`src/rtl/fpstk_pkg.sv`:
```
package fpstk_pkg;
  typedef enum logic [2:0] {
    OP_NOP  = 3'd0,
    OP_PUSH = 3'd1,
    OP_POP  = 3'd2,
    OP_XCHG = 3'd3,
    OP_RD01 = 3'd4,
    OP_RD0I = 3'd5
  } stk_op_e;
endpackage

```
`src/rtl/fpstk_ptr.sv`:
```
module fpstk_ptr #(
  parameter int PTR_W = 3
) (
  input  logic             clk,
  input  logic             rst,
  input  logic             dec,
  input  logic             inc,
  output logic [PTR_W-1:0] top
);
  always_ff @(posedge clk) begin
    if (rst)      top <= '0;
    else if (dec) top <= top - 1'b1;
    else if (inc) top <= top + 1'b1;
  end
endmodule

```
`src/rtl/fpstk_tags.sv`:
```
module fpstk_tags #(
  parameter int DEPTH = 8,
  localparam int PTR_W = $clog2(DEPTH)
) (
  input  logic             clk,
  input  logic             rst,
  input  logic             set_en,
  input  logic [PTR_W-1:0] set_addr,
  input  logic             clr_en,
  input  logic [PTR_W-1:0] clr_addr,
  output logic [DEPTH-1:0] tags
);
  for (genvar g = 0; g < DEPTH; g++) begin : g_tag
    always_ff @(posedge clk) begin
      if (rst)
        tags[g] <= 1'b0;
      else if (set_en && set_addr == PTR_W'(g))
        tags[g] <= 1'b1;
      else if (clr_en && clr_addr == PTR_W'(g))
        tags[g] <= 1'b0;
    end
  end
endmodule

```
`src/rtl/fpstk_store.sv`:
```
module fpstk_store #(
  parameter int DATA_W = 80,
  parameter int DEPTH  = 8,
  localparam int PTR_W = $clog2(DEPTH)
) (
  input  logic              clk,
  input  logic              wa_en,
  input  logic [PTR_W-1:0]  wa_addr,
  input  logic [DATA_W-1:0] wa_data,
  input  logic              wx_en,
  input  logic [PTR_W-1:0]  wx_addr,
  input  logic [DATA_W-1:0] wx_data,
  input  logic [PTR_W-1:0]  ra_addr,
  input  logic [PTR_W-1:0]  rb_addr,
  output logic [DATA_W-1:0] ra_data,
  output logic [DATA_W-1:0] rb_data
);
  logic [DATA_W-1:0] mem [DEPTH];

  always_ff @(posedge clk) begin
    if (wa_en) mem[wa_addr] <= wa_data;
    if (wx_en) mem[wx_addr] <= wx_data;
  end

  assign ra_data = mem[ra_addr];
  assign rb_data = mem[rb_addr];
endmodule

```
`src/rtl/fpstk_regfile.sv`:
```
module fpstk_regfile
  import fpstk_pkg::*;
#(
  parameter int DATA_W = 80,
  parameter int DEPTH  = 8,
  localparam int PTR_W = $clog2(DEPTH)
) (
  input  logic              clk,
  input  logic              rst,
  input  logic              cmd_valid,
  input  logic [2:0]        cmd_op,
  input  logic [PTR_W-1:0]  cmd_idx,
  input  logic [DATA_W-1:0] push_data,
  input  logic              wb_en,
  input  logic [DATA_W-1:0] wb_data,
  output logic [DATA_W-1:0] opa_data,
  output logic [DATA_W-1:0] opb_data,
  output logic              out_valid,
  output logic              stack_overflow,
  output logic              stack_underflow,
  output logic [PTR_W-1:0]  top_o,
  output logic [DEPTH-1:0]  tag_o
);
  stk_op_e           op;
  logic [PTR_W-1:0]  top, top_m1, top_p1, top_pi, rb_sel;
  logic [DEPTH-1:0]  tags;
  logic [DATA_W-1:0] rd_a, rd_b;
  logic              push_ok, pop_ok, xchg_ok, rd_ok, ovf_d, unf_d;
  logic              wa_en;
  logic [PTR_W-1:0]  wa_addr;
  logic [DATA_W-1:0] wa_data;

  assign op     = stk_op_e'(cmd_op);
  assign top_m1 = top - 1'b1;
  assign top_p1 = top + 1'b1;
  assign top_pi = top + cmd_idx;
  assign rb_sel = (op == OP_RD01) ? top_p1 : top_pi;

  always_comb begin
    push_ok = 1'b0;
    pop_ok  = 1'b0;
    xchg_ok = 1'b0;
    rd_ok   = 1'b0;
    ovf_d   = 1'b0;
    unf_d   = 1'b0;
    if (cmd_valid && !wb_en) begin
      case (op)
        OP_PUSH: begin
          push_ok = !tags[top_m1];
          ovf_d   = tags[top_m1];
        end
        OP_POP: begin
          pop_ok = tags[top];
          unf_d  = !tags[top];
        end
        OP_XCHG: begin
          xchg_ok = tags[top] && tags[top_pi];
          unf_d   = !(tags[top] && tags[top_pi]);
        end
        OP_RD01, OP_RD0I: begin
          rd_ok = tags[top] && tags[rb_sel];
          unf_d = !(tags[top] && tags[rb_sel]);
        end
        default: ;
      endcase
    end
  end

  assign wa_en   = push_ok || xchg_ok || wb_en;
  assign wa_addr = push_ok ? top_m1 : top;
  assign wa_data = wb_en ? wb_data : (push_ok ? push_data : rd_b);

  fpstk_ptr #(.PTR_W(PTR_W)) u_ptr (
    .clk (clk),
    .rst (rst),
    .dec (push_ok),
    .inc (pop_ok),
    .top (top)
  );

  fpstk_tags #(.DEPTH(DEPTH)) u_tags (
    .clk      (clk),
    .rst      (rst),
    .set_en   (push_ok || wb_en),
    .set_addr (push_ok ? top_m1 : top),
    .clr_en   (pop_ok),
    .clr_addr (top),
    .tags     (tags)
  );

  fpstk_store #(.DATA_W(DATA_W), .DEPTH(DEPTH)) u_store (
    .clk     (clk),
    .wa_en   (wa_en),
    .wa_addr (wa_addr),
    .wa_data (wa_data),
    .wx_en   (xchg_ok),
    .wx_addr (top_pi),
    .wx_data (rd_a),
    .ra_addr (top),
    .rb_addr (rb_sel),
    .ra_data (rd_a),
    .rb_data (rd_b)
  );

  always_ff @(posedge clk) begin
    if (rst) begin
      opa_data        <= '0;
      opb_data        <= '0;
      out_valid       <= 1'b0;
      stack_overflow  <= 1'b0;
      stack_underflow <= 1'b0;
    end else begin
      out_valid       <= pop_ok || rd_ok;
      stack_overflow  <= ovf_d;
      stack_underflow <= unf_d;
      if (pop_ok || rd_ok) opa_data <= rd_a;
      if (rd_ok)           opb_data <= rd_b;
    end
  end

  assign top_o = top;
  assign tag_o = tags;
endmodule

```
`config.mk`:
```
export PLATFORM = sky130hd
export DESIGN_NAME = fpstk_regfile
export DESIGN_NICKNAME = d
export VERILOG_FILES = /design/src/rtl/fpstk_pkg.sv /design/src/rtl/fpstk_ptr.sv /design/src/rtl/fpstk_tags.sv /design/src/rtl/fpstk_store.sv /design/src/rtl/fpstk_regfile.sv
export SDC_FILE = /design/constraint.sdc
export NUM_CORES = 2
export LEC_CHECK = 0
export BUFFER_PORTS_ARGS = -buffer_cell sky130_fd_sc_hd__clkbuf_2
export CAP_MARGIN = 40
export CORE_MARGIN = 2
export CORE_UTILIZATION = 50
export DETAILED_ROUTE_END_ITERATION = 12
export PLACE_DENSITY_LB_ADDON = 0.05
export SYNTH_ARGS = -nofsm -noshare
export SYNTH_HDL_FRONTEND = slang
export SYNTH_SLANG_ARGS = --single-unit
```
`constraint.sdc`:
```
create_clock -name clk -period 8 [get_ports clk]
set_clock_uncertainty 0.15 [all_clocks]
set_input_delay 0 -clock clk [delete_from_list [all_inputs] [get_ports clk]]
set_output_delay 0 -clock clk [all_outputs]
set_load 0.05 [all_outputs]
```
=== After elaboration in Yosys (flattened, before gate mapping) ===
Memory sizes are Yosys's and may differ from the RTL's. A register that Yosys moved wholly into a read port is not among the register bits.
Cells that the tools add are included.

* Register bits after elaboration: 174
* Logic and storage cells: 130
* Memories kept: 1
* Input port bits: 170
* Output and inout port bits: 174
* Bits in writable memories: 640

{| class="wikitable"
|+ Memories
! name !! words !! width !! read ports !! clocked after memory_dff !! wr ports !! line !! RTL
|-
| u_store.mem || 8 || 80 || 2 || 1 || 2 || fpstk_store.sv:18 || <nowiki>logic [DATA_W-1:0] mem [DEPTH];</nowiki>
|}

* $add $sub $neg: 3
* $lt $le $gt $ge: 4
* Muxes and demuxes: 45
* Bitwise logic cells: 2
* Reductions and logical operators: 42
* Equal/unequal tests: 19

{| class="wikitable"
|+ Operators by type and width
! kind !! count
|-
| 2-to-1 mux 80 bit || 2
|-
| 2-to-1 mux 1 bit || 32
|-
| == test 3 bit, second input constant || 10
|-
| logical AND 1 bit || 19
|-
| == test 3 x 2 -> 1 bit, second input constant || 6
|-
| 2-to-1 mux 3 bit || 6
|-
| nonzero test 2 bit || 9
|-
| less-than comparator 3 x 4 -> 1 bit, second input constant || 4
|-
| binary-select mux 1 bit (select 3 bit) || 4
|-
| == test 3 x 1 -> 1 bit, second input constant || 3
|-
| zero test 3 bit || 2
|-
| zero test 1 bit || 5
|-
| logical OR 1 bit || 4
|-
| OR reduction 2 bit || 2
|-
| adder 3 x 1 -> 3 bit, second input constant || 1
|-
| adder 3 bit || 1
|-
| one-hot mux 1 bit (3 select lines) || 1
|-
| OR reduction 3 bit || 1
|-
| subtractor 3 x 1 -> 3 bit, second input constant || 1
|-
| NOT 1 bit || 2
|}

=== Longest topological paths before layout ===
* Word-level depth: 10
* Mapped depth: 15
* Mapped depth without buffers: 9

=== Cells and area by module ===
A second synthesis with hierarchy kept.

* Cell total of the unflattened synthesis: 3,045
* Area total of the unflattened synthesis: 46,276.9 sq um

{| class="wikitable"
|+ Modules (own cells, without submodules)
! module !! times used !! area an instance (sq um) !! cells each !! seq. area each (sq um)
|-
| fpstk_store || 1 || 36,876.6 || 1,943 || 19,218.4
|-
| fpstk_regfile || 1 || 8,827.2 || 1,044 || 3,263.1
|-
| fpstk_tags || 1 || 417.9 || 41 || 160.2
|-
| fpstk_ptr || 1 || 155.1 || 17 || 60.1
|}

=== Worst setup path before layout ===
No wires, ideal clock.

* Path type: flip-flop to flip-flop
* Start: register u_ptr.top[0]
* End: memory u_store.mem[4][0], enable pin
* Arrival: 8.155 ns
* Buffers on the path: 6
* Clock period less this slack: 8.849 ns
* Library setup time: 0.544 ns
* Required time: 7.306 ns
* Setup slack: -0.849 ns
* Cell stages (with the launch flop): 16
* Cell sequence: dfxtp_1 > buf_2 > inv_2 > clkbuf_1 > buf_1 > ha_1 > buf_2 > mux4_2 > mux2i_1 > nand2_1 > buf_2 > buf_1 > ha_1 > inv_1 > o21ai_0 > a21oi_1

{| class="wikitable"
|+ RTL lines
! item !! line !! RTL
|-
| start, declared || fpstk_ptr.sv:8 || <nowiki>output logic [PTR_W-1:0] top</nowiki>
|-
| start signal, assigned || fpstk_ptr.sv:12 || <nowiki>else if (dec) top <= top - 1'b1;</nowiki>
|-
| start signal, assigned || fpstk_ptr.sv:13 || <nowiki>else if (inc) top <= top + 1'b1;</nowiki>
|-
| end, declared || fpstk_store.sv:18 ||
|}

==> Implementation_results.wiki <==
{| class="wikitable"
! Metric !! Value
|-
| Status || complete, no violations
|-
| Clock tree from TritonCTS || built
|-
| Starting density of the core || 50.48%
|-
| Post-synth EDFFs || 640
|-
| Cell with the biggest individual delay on the critical path || dfxtp_1
|-
| Largest buffer count on any clock path || 3
|-
| Category of the worst setup path launch point || flop
|-
| Dominant register cell in the synthesized netlist || edfxtp_1
|-
| H-tree levels || 3
|-
| # clock sinks || 817
|-
| Number of global-route vias before repair || 37090
|-
| Accumulated negative setup slack || 0 ns
|-
| Number of antenna violations at the first check in global routing || 4
|-
| Total length of routed met2 wires || 78.38 mm
|-
| Ratio of cells with drive above 1 in the final layout || 28.35%
|-
| Ratio of total power to cell area || 195.1 mW/mm^2
|-
| CTS Hold Bufs || 174
|-
| Syn nets || 4256
|-
| Standard-cell rows || 114
|-
| Via Count || 37820
|-
| End of the worst register-to-register path || u_store.mem[7][50]
|-
| All-layer global routing usage || 33.33%
|-
| Count of nets left with antenna violations after detail routing || 0
|-
| Top Metal Used || met5
|-
| Cells resized by post-CTS repair || 0
|-
| Count of final hold-check violations || 0
|-
| Clock slew at the register clock pins of the worst setup and hold paths || 0.07 ns
|-
| Fin worst setup slack || 1.261 ns
|-
| Share of synthesized area occupied by flip-flops and latches || 46.62%
|-
| Flip-flop and latch count after synthesis || 817
|-
| Total routed wire length on the met1 layer || 65.95 mm
|-
| Post-CTS setup-driven buffer insertion count || 0
|-
| Required time reported for the critical path endpoint || 8.25 ns
|-
| Dominant cell type by count on the critical path || dlygate4sd3_1
|-
| Biggest cell delay along the critical path || 0.83 ns
|-
| Die Width || 316.5 um
|-
| Slew at the pin closest to its max-slew limit || 0.9463 ns
|-
| HPWL reported at the end of detailed placement || 94.80 mm
|-
| YS warnings || 0
|-
| Root buf cell || clkbuf_16
|-
| Final count of negative-setup-slack endpoints || 0
|-
| Max Cap Viol || 0
|-
| Hold WC Path Type || input port to flop
|-
| Worst reg-to-reg path cell count || 11
|-
| Crit-path cells || inv_8 -> ha_1 -> mux4_2 -> mux2i_1 -> nand2_4 -> buf_4 -> o22a_1 -> dlygate4sd3_1 -> o31ai_2 -> dlygate4sd3_1 -> o21ai_0
|-
| WS Path Type || flop to flop
|-
| Final Routed Wirelength || 167.2 mm
|-
| Cell family with most CP delay || buffers and inverters
|-
| Gate count after technology mapping || 4074
|-
| Time the final worst path needs with I/O delays and setup || 6.739 ns
|-
| Die area || 0.1002 mm^2
|-
| Count of unique library cells instantiated by Yosys || 53
|-
| Leakage Power || 18.63 nW
|-
| Count of input and output buffers || 343
|-
| Maximum number of pins on one net before global-route repair || 153
|-
| Async set or reset register ratio after synthesis || 0%
|-
| Average size of a mapped cell || 11.98 um^2
|-
| Final period utilization || 84.23%
|-
| Timing-limited maximum frequency || 0.1484 GHz
|-
| Drt initial violations || 4275
|-
| Worst slew margin relative to its limit || 36.91%
|-
| Latest clock arrival within the worst-skew pair || 0.69 ns
|-
| Placer Congestion || 0.8538
|-
| Num CTS Buffers || 95
|-
| R2r startpoint || u_ptr.top[0]
|-
| Detail Route met3 WL || 16.99 mm
|-
| Global-route wire length before repair || 243.9 mm
|-
| Vias per cell || 6.560
|-
| Placeable core region || 0.09671 mm^2
|-
| Maximum fanout along the worst path || 64
|-
| Remaining Overflow, GRT || 0
|-
| Nets || 4587
|-
| Count of pins on the block boundary || 344
|-
| Internal reg-to-reg setup slack || 1.26 ns
|-
| Syn-to-layout area delta || 16.71%
|-
| Average wire per cell in the routed design || 29.00 um
|-
| DIE HEIGHT || 316.5 um
|-
| Total iterations of the first detailed-routing run || 7
|-
| DRC viols || 0
|-
| Setup repair after global routing missed its margin || false
|-
| Max IR drop VDD || 165.7 uV
|-
| Buffer and inverter count on the worst path || 4
|-
| Post-Synthesis Cell Area || 0.04882 mm^2
|-
| Endpoint arrival time on the critical path || 6.99 ns
|-
| Pre-CTS WS || 1.517 ns
|-
| Final slew viol count || 0
|-
| Hold endpoint || u_tags.tags[6]
|-
| Hold_sp || cmd_valid
|-
| Worst hold stages || 7
|-
| Crit path capture type || flop
|}
[final cells by class]
type	count	area, um^2
antenna	2	5.005
clock buffer	139	2749
clock inverter	40	337.8
fill	7936	39730
inverter	18	77.57
multi-input combinational	2852	24670
sequential	817	22770
tap	1276	1597
timing repair buffer	621	4768
[metrics by stage]
stage	power, mW	hold WS [ns]	instances	util [%]	instance area, um^2
floorplan	6.151	0.03466	4074	-	48830
global placement	6.626	0.2352	5381	53.21	51450
detailed placement	6.681	0.2399	5409	53.91	52140
CTS	11.14	0.05832	5762	58.91	56970
global route	11.47	0.1529	5763	58.91	56970
finish	11.12	0.1172	5765	58.92	56980
[sequential cells by signal (all words and copies together) (netlist names), named ones only]
register	cells
opa_data	80
opb_data	80
out_valid	1
stack_overflow	1
stack_underflow	1
u_ptr.top	3
u_store.mem	640
u_tags.tags	8
[cells in the final DEF (no fill, tap or decap), drive strengths merged, types with 92 or more instances in the layout]
cell type / n
o21ai: 802
nand2: 801
edfxtp: 640
mux4: 488
clkbuf: 480
dfxtp: 177
dlygate4sd3: 174
a22o: 158
buf: 106
nor2: 98
mux2i: 93
a21oi: 92
[worst min-delay path, delay by kind of cell]
family          cells  cell delay, ns
buf+inv             2            0.32
simple gates        4            0.44
compound gates      1            0.15
[cells in the mapped netlist (all sizes together), types with 17 or more instances]
library cell | number | area, um^2
mux2 | 81 | 912.1
nand2 | 801 | 3007
o31ai | 79 | 997.2
a22o | 158 | 1384
nor2 | 98 | 367.9
inv | 17 | 63.81
buf | 85 | 391.6
dfxtp | 177 | 3543
o22a | 79 | 691.9
a21oi | 92 | 460.4
mux4 | 488 | 10990
edfxtp | 640 | 19220
mux2i | 93 | 934.6
o21ai | 802 | 4014
clkbuf | 302 | 1134
[where the power goes]
part	leakage, nW	internal, mW	switching, mW
combinational	9.84	0.857	1.04
clock	1.52	2.54	1.84
sequential	7.28	4.78	0.0620
[cell families after synthesis]
| kind of cell | after synthesis | synth area share [%] |
|---|---|---|
| AO/OA/AOI/OAI | 1235 | 15.92 |
| AND/OR/NAND/NOR | 939 | 7.476 |
| flip-flops | 817 | 46.62 |
| multiplexers | 662 | 26.30 |
| buffers and inverters | 405 | 3.263 |
| adder cells (fa/ha/maj) | 12 | 0.3229 |
| XOR/XNOR | 4 | 0.09996 |
[worst max-delay path by stage]
stage / start / endpoint / slack [ns] / cells past startpoint
finish: u_ptr.top[0] / u_store.mem[7][50] / 1.26 / 11
global route: u_ptr.top[0] / u_store.mem[1][50] / 0.94 / 11
CTS: u_ptr.top[0] / u_store.mem[7][50] / 1.32 / 11
detailed placement: u_ptr.top[0] / u_store.mem[6][31] / 1.52 / 9
global placement: u_ptr.top[0] / u_store.mem[5][31] / 1.41 / 9
floorplan: u_ptr.top[0] / u_store.mem[4][0] / 0.93 / 15
[per-layer routing]
layer / track usage [%] / vias up
met1: 45.25 / 18840
met3: 7.201 / 341
met2: 52.93 / 2033
li1: - / 16600
met5: 0 / -
met4: 12.53 / 4
No activity file was read; power rests on OpenSTA's default activity.
